`src/rtl/burst_seq_pkg.sv`:
```
package burst_seq_pkg;
  // Number of beats in one burst and width of the beat offset.
  localparam int BURST_BEATS = 4;
  localparam int BEAT_W      = $clog2(BURST_BEATS);

  typedef enum logic {
    ORDER_LINEAR     = 1'b0,
    ORDER_INTERLEAVE = 1'b1
  } order_e;

  // Offset of beat n in linear order: count up from the start, wrapping.
  function automatic logic [BEAT_W-1:0] linear_offset(
    input logic [BEAT_W-1:0] start,
    input logic [BEAT_W-1:0] n
  );
    return start + n;
  endfunction

  // Offset of beat n in interleaved order: start XOR beat count.
  function automatic logic [BEAT_W-1:0] interleave_offset(
    input logic [BEAT_W-1:0] start,
    input logic [BEAT_W-1:0] n
  );
    return start ^ n;
  endfunction

  // Offset of beat n in the selected order.
  function automatic logic [BEAT_W-1:0] beat_offset(
    input order_e            ord,
    input logic [BEAT_W-1:0] start,
    input logic [BEAT_W-1:0] n
  );
    return (ord == ORDER_INTERLEAVE) ? interleave_offset(start, n)
                                     : linear_offset(start, n);
  endfunction
endpackage

```
`src/rtl/burst_beat_ctr.sv`:
```
module burst_beat_ctr #(
  parameter int BEAT_W = 2
) (
  input  logic              clk,
  input  logic              rst,
  input  logic              clear_i,
  input  logic              step_i,
  output logic [BEAT_W-1:0] beat_o
);
  logic [BEAT_W-1:0] beat_q;

  // Clear wins over step. The count wraps naturally after the last beat.
  always_ff @(posedge clk) begin
    if (rst) begin
      beat_q <= '0;
    end else if (clear_i) begin
      beat_q <= '0;
    end else if (step_i) begin
      beat_q <= beat_q + 1'b1;
    end
  end

  assign beat_o = beat_q;
endmodule

```
`src/rtl/burst_start_reg.sv`:
```
module burst_start_reg
  import burst_seq_pkg::*;
#(
  parameter int ADDR_W = 17,
  parameter int BEAT_W = 2
) (
  input  logic                     clk,
  input  logic                     rst,
  input  logic                     capture_i,
  input  logic [ADDR_W-1:0]        addr_i,
  input  logic                     interleave_i,
  output logic [ADDR_W-BEAT_W-1:0] upper_o,
  output logic [BEAT_W-1:0]        start_o,
  output order_e                   order_o
);
  logic [ADDR_W-BEAT_W-1:0] upper_q;
  logic [BEAT_W-1:0]        start_q;
  order_e                   order_q;

  // Upper bits, start offset and beat order change only on a capture.
  always_ff @(posedge clk) begin
    if (rst) begin
      upper_q <= '0;
      start_q <= '0;
      order_q <= ORDER_LINEAR;
    end else if (capture_i) begin
      upper_q <= addr_i[ADDR_W-1:BEAT_W];
      start_q <= addr_i[BEAT_W-1:0];
      order_q <= interleave_i ? ORDER_INTERLEAVE : ORDER_LINEAR;
    end
  end

  assign upper_o = upper_q;
  assign start_o = start_q;
  assign order_o = order_q;
endmodule

```
`src/rtl/burst_offset_map.sv`:
```
module burst_offset_map
  import burst_seq_pkg::*;
#(
  parameter int BEAT_W = 2
) (
  input  order_e            order_i,
  input  logic [BEAT_W-1:0] start_i,
  input  logic [BEAT_W-1:0] beat_i,
  output logic [BEAT_W-1:0] offset_o
);
  always_comb begin
    offset_o = beat_offset(order_i, start_i, beat_i);
  end
endmodule

```
`src/rtl/burst_addr_seq.sv`:
```
module burst_addr_seq
  import burst_seq_pkg::*;
#(
  parameter int ADDR_W = 17
) (
  input  logic              clk,
  input  logic              rst,
  input  logic              stall_i,
  input  logic              load_i,
  input  logic              advance_i,
  input  logic [ADDR_W-1:0] addr_i,
  input  logic              interleave_i,
  output logic [ADDR_W-1:0] addr_o
);
  localparam int UPPER_W = ADDR_W - BEAT_W;

  // Named events, brought out for the checker.
  logic load_evt;
  logic adv_evt;
  assign load_evt = !stall_i && load_i;
  assign adv_evt  = !stall_i && !load_i && advance_i;

  logic [UPPER_W-1:0] upper_q;
  logic [BEAT_W-1:0]  start_q;
  order_e             order_q;
  logic [BEAT_W-1:0]  beat_q;
  logic [BEAT_W-1:0]  offset;

  burst_start_reg #(.ADDR_W(ADDR_W), .BEAT_W(BEAT_W)) u_start (
    .clk          (clk),
    .rst          (rst),
    .capture_i    (load_evt),
    .addr_i       (addr_i),
    .interleave_i (interleave_i),
    .upper_o      (upper_q),
    .start_o      (start_q),
    .order_o      (order_q)
  );

  burst_beat_ctr #(.BEAT_W(BEAT_W)) u_beat (
    .clk     (clk),
    .rst     (rst),
    .clear_i (load_evt),
    .step_i  (adv_evt),
    .beat_o  (beat_q)
  );

  burst_offset_map #(.BEAT_W(BEAT_W)) u_map (
    .order_i  (order_q),
    .start_i  (start_q),
    .beat_i   (beat_q),
    .offset_o (offset)
  );

  assign addr_o = {upper_q, offset};
endmodule

```
`config.mk`:
```
export PLATFORM = sky130hd
export DESIGN_NAME = burst_addr_seq
export DESIGN_NICKNAME = d
export VERILOG_FILES = /design/src/rtl/burst_seq_pkg.sv /design/src/rtl/burst_beat_ctr.sv /design/src/rtl/burst_start_reg.sv /design/src/rtl/burst_offset_map.sv /design/src/rtl/burst_addr_seq.sv
export SDC_FILE = /design/constraint.sdc
export NUM_CORES = 1
export LEC_CHECK = 0
export BUFFER_PORTS_ARGS = -buffer_cell sky130_fd_sc_hd__buf_2
export CORE_UTILIZATION = 43
export DETAILED_ROUTE_END_ITERATION = 12
export PLACE_DENSITY = 0.76
export RECOVER_POWER = 50
export SYNTH_ARGS = -nofsm -noshare
export SYNTH_HDL_FRONTEND = slang
export SYNTH_SLANG_ARGS = --single-unit
```
`constraint.sdc`:
```
create_clock -name clk -period 1.25 [get_ports clk]
set_input_delay 0.375 -clock clk [delete_from_list [all_inputs] [get_ports clk]]
set_output_delay 0.375 -clock clk [all_outputs]
set_load 0.05 [all_outputs]
```
==> metrics list <==
* Combined global-route utilization of all metal layers: 0.193
* Register-to-Register Path Depth: 3
- Critical path arrival: between 1 and 1.5 ns
* WP buf/inv: 1
* Remaining number of nets flagged by the antenna check after routing: 0
- Aggregate global routing overflow: 0
- Num Clock Sinks: 20
* Required arrival time at the worst endpoint: 0.88 ns
- Ports: 40
* TritonCTS clock tree: built
- Final worst clock skew: about 0.000095 ns
- Share of the clock period used by the worst path: 1.32
* Worst slew margin relative to its limit: 0.793
* Sequence of cells on the critical path: ha_4 > nor2b_4 > xnor2_4 > buf_6
- Leading cell type in the layout, fill and taps excluded: nand2_1
- Power comes to 0.00152 W.
* Clock transition at the register clock pins on the worst setup and hold paths after CTS: 0.12 ns
- The first TritonRoute pass finished after 4 iterations.
- Number of vias per cell: 4.79
- The die is 45.4 um tall.
* Worst path top cell family by delay: flip-flops
- Clock Tree Root: clkbuf_4
* Fraction of the core area covered by cells at the end of the flow: 0.728
* Final count of hold timing violations: 0
- The number of antenna diodes in the final layout is 0.
* Worst R2R Start: u_beat.beat_o[1]
* Number of synthesized register bits: 20
- The largest individual stage delay along the critical path comes from the cell dfxtp_2.
- In this run the worst hold path is classified as input pin to register.
* Number of cells on the critical path: 4
- The area growth from synthesis to layout is 57.1%.
- Beginning of the critical path: u_beat.beat_o[0]
* Worst setup slack for register-to-register paths: approximately 0.040 ns
- The number of clock buffers added by TritonCTS is 3.
- In this run the number of H-tree levels came out at 1.
- Pin count of the biggest net entering global routing: 21
- The critical path is of the register to primary output type.
- The internal portion of the total power is roughly 0.0011 W.
- Gp weighted congestion: just over 0.7
- After floorplanning, the core was sized to cover ~1700 um^2.
* Initial core utilization: 0.463
* Post-synthesis net count: ~120
- By area the synthesized netlist is led by dfxtp_1 (50%), nand2_1 (17%), a21oi_2 (11%).
- Setup repair after global routing missed its margin: true
* Timing-limited maximum frequency: 607 MHz
* Max rail drop VDD: about 1300 uV
* X dimension of the die: between 40 and 50 um
- Setup ws final: -0.398 ns
- Dividing total power by cell area gives a power density of 1200 nW/um^2.
- The initial antenna violation count is 0.
- Final-layout fill cell count: 130
- The first routing iteration left 3 violations.
- In the final layout, flip-flops and latches occupy approximately 410 um^2.
- Port buffering added 39 buffers.
- Worst r2r dst: u_beat.beat_o[1]
- The routed design could run at a clock period as short as 1.65 ns.
- Sequential cell fraction of total power: 0.453
* Proportion of synthesized chip area in sequential cells: 0.495
- Proportion of power drawn by the clock network: 0.346
* Syn avg cell area: ~8.5 um^2
- Switching power of the nets: 0.000402 W
* Placed wire-length estimate: ~1300 um
* Combinational power share: 0.201
* # setup viols final: 2
- The number of setup buffers added after CTS is 0.
- Layout cell share with drive strength beyond 1: 0.496
* Slew of the pin with the lowest slew margin: 0.311 ns
- Kind of launch point of the worst setup path: register
- Max-cap violations: 0
* FP Rows: 15
* Cell area after technology mapping: approximately 810 um^2
- In this run the deepest clock path goes through 2 buffers.
* Top-area cell type share of the netlist area: 0.495
- Final net count: roughly 160
* Crit end category: primary output
* DR WL/cell: between 10 and 15 um
* Multi-input gate area: ~400 um^2
- Most frequent cells in the layout: nand2_1 (37), buf_2 (21), buf_6 (16)
- Counting instances, the worst hold path has a depth of 3.
* Count of mapped cells out of synthesis: 95
- The via count of the first global-routing pass came to roughly 720.
* Cell accounting for the most synthesized area: dfxtp_1
* Worst-Skew Late Latency: 0.31 ns
- Detailed-route DRC error count: 0
* End point of the critical path: addr_o[1]
- Final Routed Wirelength: ~1900 um
- Global-route wire length before repair: 2870 um
- In this design, the stage delay of the slowest critical-path cell is approximately 0.37 ns.
* Status: finished, violations left
- The die covers slightly above 2000 um^2.
* Yosys synthesis warning count: 0
- Synthesis instantiated 16 different standard cells from the library.
- Violations in the final reports: negative setup slack
- Count of pins over their slew limit: 0
- Of all nets on the critical path, the largest fanout is 2.
- Of the total power, the share spent switching nets is 0.264.
- The analysis attributes to cell leakage a power of about 0.52 nW.
- Overall via count from detail_route: roughly 800
- In this run, post-CTS hold repair placed 0 buffers.
metal layers:
metal  global-route usage  wire length [um]  up-vias
li1                     -                 -      400
met1                0.223               795      363
met2                0.348               983       19
met3               0.0360                68        4
met4               0.0727                17        0
met5                    0                 0        -
logic make-up (layout without fill, tap and decap cells):
logic type,Yosys count,count (layout),synth area share
simple gates,43,43,0.221
flops,20,20,0.495
fa+ha+maj,1,1,0.0155
buf+inv,6,50,0.0573
xor+xnor,2,2,0.0217
compound gates,23,23,0.189
worst reg2reg max path: stages (launching register included):
cell and delay, ns:
dfxtp_1 0.34, buf_4 0.13, or4_1 0.52, a21oi_1 0.15
synth_stat cells, drive strengths merged:
cell type  count
a21oi         21
buf            5
clkbuf         1
dfxtp         20
ha             1
nand2         37
nand2b         1
nor2           1
nor2b          2
o21ai          2
or4            1
or4b           1
xnor2          2
sequential cells by signal (all words and copies together), names as in the netlist:
register         cells
u_start.upper_o     15
u_beat.beat_o        2
u_start.start_o      2
u_start.order_o      1
metrics by stage:
step	TNS (ns)	setup slack [ns]	hold WS, ns	area (um^2)	cells
after detailed placement	-0.202	-0.193	0.444	1100	160
after floorplan	-0.0851	-0.0851	0.443	838	95
after CTS	-0.619	-0.418	0.276	1220	164
after global placement	-0.160	-0.160	0.439	1100	160
final	-0.592	-0.398	0.276	1270	164
after global routing	-0.663	-0.449	0.286	1270	164
power groups by stage:
stage,clock network (W),registers [W],logic (W)
finish,0.000526,0.000689,0.000306
global route,0.000561,0.000691,0.000326
CTS,0.000540,0.000683,0.000297
detailed placement,0,0.000694,0.000270
global placement,0,0.000693,0.000266
floorplan,0,0.000771,0.000107
worst min path at each step:
stage	from	end	slack, ns
CTS	interleave_i	u_start.order_o	0.28
floorplan	u_start.start_o[0]	u_start.start_o[0]	0.44
finish	addr_i[16]	u_start.upper_o[14]	0.28
detailed placement	u_start.upper_o[4]	u_start.upper_o[4]	0.44
global placement	u_start.upper_o[14]	u_start.upper_o[14]	0.44
global route	addr_i[15]	u_start.upper_o[13]	0.29
final cells by class:
cell class | count | area share
flip-flops and latches | 20 | 0.323
clock buffers | 3 | 0.0177
well taps | 25 | 0.0246
repair buffers | 46 | 0.296
multi-input cells | 69 | 0.315
clock inverters | 1 | 0.0236
repair_timing:
action,CTS,global route
gates resized for setup,24,19
endpoints found under the setup margin,17,16
cloned,0,0
pin swaps,2,0
Power figures use the tool's default switching activity.
